==> src/rtl/bseq_pkg.sv <==
package bseq_pkg;
  localparam int BEAT_W = 2;
  localparam int BEATS  = 1 << BEAT_W;

  typedef enum logic {
    ORD_INTERLEAVE = 1'b0,
    ORD_LINEAR     = 1'b1
  } order_e;

  // Low address bits of beat n for a burst that starts at offset start.
  function automatic logic [BEAT_W-1:0] beat_offset(input order_e ord,
                                                    input logic [BEAT_W-1:0] start,
                                                    input logic [BEAT_W-1:0] n);
    logic [BEAT_W-1:0] r;
    if (ord == ORD_LINEAR) r = start + n;   // wraps modulo BEATS
    else                   r = start ^ n;
    return r;
  endfunction

  function automatic logic [BEAT_W-1:0] beat_next(input logic [BEAT_W-1:0] b);
    return b + 1'b1;
  endfunction
endpackage

==> src/rtl/bseq_load_arb.sv <==
module bseq_load_arb (
  input  logic strb_cpu,
  input  logic strb_ctl,
  input  logic chip_en,
  input  logic adv,
  output logic load_cpu,
  output logic load_ctl,
  output logic load_any,
  output logic step
);
  always_comb begin
    load_cpu = strb_cpu & chip_en;
    load_ctl = strb_ctl & ~load_cpu;
    load_any = load_cpu | load_ctl;
    step     = adv & ~load_any;
  end
endmodule

==> src/rtl/bseq_state.sv <==
module bseq_state #(
  parameter int ADDR_W = 19
) (
  input  logic                        clk,
  input  logic                        rst_n,
  input  logic                        load,
  input  logic                        step,
  input  logic [ADDR_W-1:0]           addr_in,
  output logic [ADDR_W-1:0]           base_q,
  output logic [bseq_pkg::BEAT_W-1:0] beat_q
);
  import bseq_pkg::*;

  always_ff @(posedge clk) begin
    if (!rst_n) begin
      base_q <= '0;
      beat_q <= '0;
    end else if (load) begin
      base_q <= addr_in;
      beat_q <= '0;
    end else if (step) begin
      beat_q <= beat_next(beat_q);
    end
  end
endmodule

==> src/rtl/bseq_addr_map.sv <==
module bseq_addr_map #(
  parameter int ADDR_W = 19
) (
  input  logic [ADDR_W-1:0]           base,
  input  logic [bseq_pkg::BEAT_W-1:0] beat,
  input  bseq_pkg::order_e            ord,
  output logic [ADDR_W-1:0]           addr_out
);
  import bseq_pkg::*;
  localparam int HI_W = ADDR_W - BEAT_W;

  logic [BEAT_W-1:0] low;
  assign low = beat_offset(ord, base[BEAT_W-1:0], beat);

  genvar i;
  generate
    for (i = 0; i < ADDR_W; i++) begin : g_bit
      if (i < BEAT_W) begin : g_low
        assign addr_out[i] = low[i];
      end else begin : g_high
        assign addr_out[i] = base[i];
      end
    end
  endgenerate

  initial begin
    if (HI_W < 1) $display("bseq_addr_map: ADDR_W must exceed the beat width");
  end
endmodule

==> src/rtl/bseq_top.sv <==
module bseq_top #(
  parameter int ADDR_W = 19
) (
  input  logic              clk,
  input  logic              rst_n,
  input  logic [ADDR_W-1:0] addr_in,
  input  logic              strb_cpu,
  input  logic              strb_ctl,
  input  logic              chip_en,
  input  logic              adv,
  input  logic              lin_sel,
  output logic [ADDR_W-1:0] addr_out,
  output logic [1:0]        beat
);
  import bseq_pkg::*;

  logic load_cpu, load_ctl, load_any, step;
  logic [ADDR_W-1:0] base_q;
  logic [BEAT_W-1:0] beat_q;
  order_e ord;

  // Only a firm high selects linear; low or undriven gives interleaved.
  assign ord = (lin_sel === 1'b1) ? ORD_LINEAR : ORD_INTERLEAVE;

  bseq_load_arb u_arb (
    .strb_cpu (strb_cpu),
    .strb_ctl (strb_ctl),
    .chip_en  (chip_en),
    .adv      (adv),
    .load_cpu (load_cpu),
    .load_ctl (load_ctl),
    .load_any (load_any),
    .step     (step)
  );

  bseq_state #(.ADDR_W(ADDR_W)) u_state (
    .clk     (clk),
    .rst_n   (rst_n),
    .load    (load_any),
    .step    (step),
    .addr_in (addr_in),
    .base_q  (base_q),
    .beat_q  (beat_q)
  );

  bseq_addr_map #(.ADDR_W(ADDR_W)) u_map (
    .base     (base_q),
    .beat     (beat_q),
    .ord      (ord),
    .addr_out (addr_out)
  );

  assign beat = beat_q;
endmodule

==> config.mk <==
export PLATFORM = sky130hd
export DESIGN_NAME = bseq_top
export DESIGN_NICKNAME = d
export VERILOG_FILES = /design/src/rtl/bseq_pkg.sv /design/src/rtl/bseq_load_arb.sv /design/src/rtl/bseq_state.sv /design/src/rtl/bseq_addr_map.sv /design/src/rtl/bseq_top.sv
export SDC_FILE = /design/constraint.sdc
export NUM_CORES = 1
export LEC_CHECK = 0
export ABC_CLOCK_PERIOD_IN_PS = 2100
export CORE_MARGIN = 2
export CORE_UTILIZATION = 43
export DETAILED_ROUTE_END_ITERATION = 16
export PLACE_DENSITY = 0.84
export SYNTH_ARGS = -nofsm -noshare
export SYNTH_HDL_FRONTEND = slang
export SYNTH_HIERARCHICAL = 1
export SYNTH_SLANG_ARGS = --single-unit
export TNS_END_PERCENT = 50
==> constraint.sdc <==
create_clock -name clk -period 2.1 [get_ports clk]
set_input_delay 0.42 -clock clk [delete_from_list [all_inputs] [get_ports clk]]
set_output_delay 0.42 -clock clk [all_outputs]
set_load 0.03 [all_outputs]
==> results of run 1 <==
[cell type report]
class / instances / share of cell area
Timing Repair Buffer: 48 / 0.350
Sequential cell: 21 / 0.309
Multi-Input combinational cell: 50 / 0.293
Tap cell: 28 / 0.0258
Clock buffer: 4 / 0.0193
Inverter: 1 / 0.00276
[placed cells by master (no fill, tap or decap)]
master / instances
inv_1: 1
xor2_1: 1
nand3b_1: 1
a21o_1: 1
mux2i_1: 19
ha_1: 1
clkbuf_1: 1
buf_4: 3
nor2b_1: 19
dlymetal6s2s_1: 1
nand2b_1: 1
nand2_1: 1
a21oi_1: 1
nor2_1: 1
nor2_2: 1
dfxtp_1: 21
a21bo_2: 1
xnor2_1: 2
clkdlybuf4s50_1: 44
clkbuf_4: 3
[power groups by stage]
stage	Sequential (mW)	Clock (mW)	Combinational [mW]
2_1_floorplan	0.443	0	0.148
6_report	0.435	0.183	0.216
3_5_place_dp	0.444	0	0.218
5_1_grt	0.439	0.208	0.233
4_1_cts	0.436	0.190	0.219
3_3_place_gp	0.443	0	0.214
[flip-flops by register name (all words and copies together), names as in the netlist]
register and cells:
u_state/base_q 19, u_state/beat_q 2
[worst paths after layout]
path,slack (ns),from,depth (start not counted),endpoint
setup / recovery,0.26,u_state/beat_q[0],1,beat[0]
hold / removal,0.52,u_state/base_q[17],2,u_state/base_q[17]
setup reg to reg,1.32,u_state/beat_q[1],2,u_state/beat_q[1]
hold reg to reg,0.52,u_state/base_q[17],2,u_state/base_q[17]
[tightest hold or removal path, cell delays in order, from the launching register on]
cell,delay (ns)
dfxtp_1,0.34
mux2i_1,0.06
nor2b_1,0.09
[stage by stage]
stage	util	power, mW
after detailed placement	0.607	0.662
final	0.620	0.834
after floorplan	-	0.590
after global placement	0.607	0.657
after CTS	0.619	0.845
after global routing	0.620	0.880
[per-layer routing]
layer	global-route usage	wire length [um]
met4	0.0132	0
met2	0.284	801
met3	0.0546	171
met5	0	0
met1	0.153	657
==> metrics.csv, run 1 <==
stage,metric,value,unit
global_routing,initial antenna violation count,0,
pwr,Max VDD drop,0.583,mV
final_layout,fill count,187,
drt,DR vias,686,
floorplanning,DIE HEIGHT,51.7,um
synthesis,Post-Synthesis Cell Area,980,um^2
setup_path,CP Capture Type,primary output,
global_routing,GRT Util Overall,0.146,
floorplanning,Ports,47,
setup_path,crit path DAT,1.42,ns
synthesis,Yosys warnings,6,
sta,RSZ-0062 raised after global routing,false,
final_layout,share of cells above drive strength 1,0.0645,
setup_path,Crit path largest cell delay,0.70,ns
drt,DRC,0,
final_layout,Area growth syn-to-layout,38.7,%
sta,setup_tns,0,ns
place,"worst slack, placed",0.396,ns
setup_path,WP buf/inv,1,
clock_tree,worst skew pair latency,0.29,ns
global_routing,GRT overflow,0,
min_path,Hold Crit Class,register to register,
drt,Initial DRT Pass Iterations,4,
final_layout,Non-Filler Instances,152,
setup_path,crit path kind,register to primary output,
floorplanning,CORE AREA,2190,um^2
global_routing,vias in the first global route,713,
drt,initial detailed-routing violation count,2,
clock_tree,TritonCTS Buffers,3,
place,placed cell area,1330,um^2
floorplanning,die area,2680,um^2
setup_path,crit-path cells,clkdlybuf4s50_1,
synthesis,syn avg cell area,10.5,um^2
clock_tree,Clock Tree Buf Depth,2,
global_routing,largest net degree at the start of global routing,21,
drt,drt total wl,1630,um
sta,Slew HR,0.664,
sta,final period utilization,0.878,
clock_tree,hold_buf cts,0,
final_layout,final net count,152,
place,I/O Buffers,46,
pwr,clock network fraction of total power,0.219,
clock_tree,Post-CTS Resized,0,
sta,Final Max Slew Viols,0,
pwr,Seq pwr share,0.522,
drt,post-route ant nets,0,
clock_tree,CTS tree,done,
drt,vias per std cell,4.51,
clock_tree,CTS root buffer,clkbuf_4,
clock_tree,clock slew at reported path FFs,0.11,ns
pwr,Net Sw Power,219,uW
pwr,combinational power share,0.259,
final_layout,fin area,1360,um^2
setup_path,crit path max fanout,5,
clock_tree,clk sinks,21,
floorplanning,die width,51.7,um
floorplanning,# rows,17,
sta,worst slew pin tran,0.503,ns
outcome,status,"finished, final reports clean",
place,placed cell count,148,
sta,FMAX,0.543,GHz
final_layout,Multi-input gate area,398,um^2
place,Routability Congestion,0.727,
pwr,Pwr Density,613,nW/um^2
synthesis,Mapped Cells,93,
flow_run,Max-Cap Viols,0,
setup_path,Crit path max-delay family,buffers and inverters,
drt,WL/cell,10.7,um
final_layout,Register Area,420,um^2
synthesis,syn_nets,120,
sta,clock period minus final worst setup slack,1.84,ns
sta,Worst Skew,0.0000498,ns
pwr,Lkg Pwr,0.600,nW
clock_tree,Post-CTS Setup Bufs,0,
sta,setup slack after layout,0.257,ns
floorplanning,Starting Density,0.447,
sta,WHS,0.523,ns
setup_path,"Data required, critical path",1.68,ns
setup_path,CP max stage cell,clkdlybuf4s50_1,
final_layout,number of inserted diodes,0,
place,Detailed Place HPWL,1280,um
pwr,Int Pwr,614,uW
sta,final setup violation count,0,
sta,endpoints failing hold,0,
pwr,switching share of power,0.263,
clock_tree,H-tree Lvls,1,
global_routing,first-pass GRT wire length,2990,um
setup_path,Startpoint Class,register,
(Power assumes the default switching activity.)
==> inputs of run 2 (changes only) <==
--- a/config.mk
+++ b/config.mk
@@ -6,10 +6,12 @@
 export NUM_CORES = 1
 export LEC_CHECK = 0
 export ABC_CLOCK_PERIOD_IN_PS = 2100
+export CELL_PAD_IN_SITES_DETAIL_PLACEMENT = 0
+export CELL_PAD_IN_SITES_GLOBAL_PLACEMENT = 2
 export CORE_MARGIN = 2
-export CORE_UTILIZATION = 43
+export CORE_UTILIZATION = 25
 export DETAILED_ROUTE_END_ITERATION = 16
-export PLACE_DENSITY = 0.84
+export PLACE_DENSITY_LB_ADDON = 0.1
 export SYNTH_ARGS = -nofsm -noshare
 export SYNTH_HDL_FRONTEND = slang
 export SYNTH_HIERARCHICAL = 1
==> metrics.csv, run 2 (synthesized netlist as in run 1, its figures left out) <==
stage,metric,value,unit,change
clock_tree,TritonCTS Buffers,3,,unchanged
final_layout,largest registers,"u_state/base_q (19), u_state/beat_q (2)",,
min_path,hold path start,u_state/base_q[9],,
clock_tree,Post-CTS Setup Bufs,0,,unchanged
global_routing,first-pass GRT wire length,2880,um,-3.9%
clock_tree,Post-CTS Resized,0,,unchanged
final_layout,Top reg by flops,u_state/base_q,,
clock_tree,H-tree Lvls,1,,unchanged
floorplanning,Starting Density,0.264,,-0.184
global_routing,largest net degree at the start of global routing,21,,unchanged
setup_path,"Data required, critical path",1.68,ns,about the same
final_layout,Largest register FFs,19,,unchanged
sta,setup_tns,0,ns,unchanged
drt,initial detailed-routing violation count,13,,+11
drt,DRC,0,,unchanged
pwr,Lkg Pwr,0.593,nW,-1.1%
min_path,Hold Crit Depth,2,,unchanged
sta,final period utilization,0.938,,+0.0602
final_layout,fin area,1400,um^2,+3.0%
global_routing,GRT overflow,0,,unchanged
final_layout,Multi-input gate area,398,um^2,unchanged
sta,endpoints failing hold,0,,unchanged
sta,final setup violation count,0,,unchanged
setup_path,Worst R2R Start,u_state/beat_q[1],,
sta,Worst Skew,0.0000838,ns,+0.0000341 ns
final_layout,number of inserted diodes,0,,unchanged
setup_path,Crit. Startpoint,u_state/beat_q[0],,
final_layout,share of cells above drive strength 1,0.0645,,unchanged
min_path,Hold Crit Class,register to register,,
global_routing,vias in the first global route,631,,-12%
min_path,hold endpoint,u_state/base_q[9],,
floorplanning,die width,66.6,um,+29%
floorplanning,DIE HEIGHT,66.6,um,+29%
place,I/O Buffers,46,,unchanged
pwr,Max VDD drop,0.449,mV,-23%
sta,Final Max Slew Viols,0,,unchanged
place,Detailed Place HPWL,1330,um,+3.9%
setup_path,crit path kind,register to primary output,,
clock_tree,clk sinks,21,,unchanged
outcome,status,"finished, final reports clean",,
final_layout,final net count,152,,unchanged
global_routing,initial antenna violation count,0,,unchanged
sta,worst slew pin tran,0.580,ns,+0.0775 ns
setup_path,crit path max fanout,5,,unchanged
clock_tree,worst skew pair latency,0.25,ns,-0.04 ns
sta,Slew HR,0.612,,-0.0518
clock_tree,CTS root buffer,clkbuf_8,,
drt,post-route ant nets,0,,unchanged
clock_tree,Clock Tree Buf Depth,2,,unchanged
floorplanning,die area,4440,um^2,+66%
clock_tree,CTS tree,done,,
place,placed cell area,1360,um^2,+1.9%
floorplanning,# rows,22,,+5
drt,DR vias,662,,-3.5%
floorplanning,CORE AREA,3720,um^2,+70%
flow_run,Max-Cap Viols,0,,unchanged
final_layout,"commonest cells after routing, fill and taps aside","clkdlybuf4s50_1 (45), dfxtp_1 (21), mux2i_1 (19), nor2b_1 (19)",,
global_routing,GRT Util Overall,0.0859,,-0.0601
final_layout,Register Area,420,um^2,unchanged
setup_path,Reg2Reg Setup Slack,1.31,ns,about the same
clock_tree,hold_buf cts,0,,unchanged
setup_path,CP Capture Type,primary output,,
final_layout,Final Core Density,0.377,,-0.243
pwr,Pwr Density,647,nW/um^2,+5.4%
final_layout,fill count,388,,+110%
final_layout,Area growth syn-to-layout,42.9,%,
drt,drt total wl,1790,um,+10%
clock_tree,clock slew at reported path FFs,0.07,ns,-0.04 ns
setup_path,FF-to-FF path depth,2,,unchanged
setup_path,crit path DAT,1.55,ns,+0.13 ns
drt,Initial DRT Pass Iterations,3,,-1
setup_path,Startpoint Class,register,,
setup_path,worst r2r dst,u_state/beat_q[1],,
floorplanning,Ports,47,,unchanged
place,Routability Congestion,0.632,,-13%
drt,WL/cell,10.4,um,-2.7%
sta,RSZ-0062 raised after global routing,false,,
final_layout,"commonest non-fill, non-tap cell in the layout",clkdlybuf4s50_1,,
sta,FMAX,0.508,GHz,-6.4%
drt,vias per std cell,3.85,,-15%
sta,clock period minus final worst setup slack,1.97,ns,+0.126 ns
run 2: changes by cell type in the layout (fill, tap and decap cells not counted), sizes merged:
| cell | before | now |
|---|---|---|
| clkdlybuf4s50 | 44 | 45 |
| dlymetal6s2s | 1 | 0 |
run 2: cell type report:
| cell class | instances | share of cell area |
|---|---|---|
| timing repair buffer | 48 | 0.338 |
| sequential | 21 | 0.300 |
| multi-input combinational | 50 | 0.284 |
| tap | 48 | 0.0429 |
| clock buffer | 4 | 0.0322 |
| inverter | 1 | 0.00268 |
run 2: worst max-delay path: stages, from the launching register on:
cell and delay (ns):
dfxtp_1 0.35, ha_1 0.29, clkdlybuf4s50_1 0.66
run 2: metal layers:
metal	GRT usage	up-vias	part of all wire	wire, um
li1	-	343	-	-
met2	0.153	27	0.51	909
met1	0.0926	290	0.39	696
met5	0	-	0	0
met4	0.0230	0	0.0072	13
met3	0.0372	2	0.097	174
run 2: worst max-delay path by stage:
stage,cells past startpoint,end
floorplan,3,addr_out[1]
global placement,2,addr_out[0]
CTS,2,addr_out[0]
global route,2,addr_out[0]
detailed placement,2,addr_out[0]
finish,2,addr_out[0]
run 2: metrics by stage:
| stage | hold WS, ns | worst slack [ns] | cells | power, mW |
|---|---|---|---|---|
| after floorplan | 0.484 | 0.343 | 93 | 0.590 |
| after global placement | 0.495 | 0.411 | 168 | 0.662 |
| after detailed placement | 0.507 | 0.399 | 168 | 0.663 |
| after CTS | 0.528 | 0.112 | 172 | 0.926 |
| after global routing | 0.549 | 0.0599 | 172 | 0.965 |
| final | 0.516 | 0.130 | 172 | 0.906 |
run 2: power breakdown:
group | internal (mW) | switching [mW] | leakage [nW]
Combinational | 0.118 | 0.0978 | 0.396
Sequential | 0.423 | 0.0123 | 0.174
Clock | 0.135 | 0.120 | 0.0228
==> inputs of run 3 (changes only) <==
--- a/config.mk
+++ b/config.mk
@@ -12,6 +12,7 @@
 export CORE_UTILIZATION = 25
 export DETAILED_ROUTE_END_ITERATION = 16
 export PLACE_DENSITY_LB_ADDON = 0.1
+export SETUP_SLACK_MARGIN = 0.02
 export SYNTH_ARGS = -nofsm -noshare
 export SYNTH_HDL_FRONTEND = slang
 export SYNTH_HIERARCHICAL = 1
==> results of run 3 <==
Final layout, timing and power as in run 2 (identical DEF).
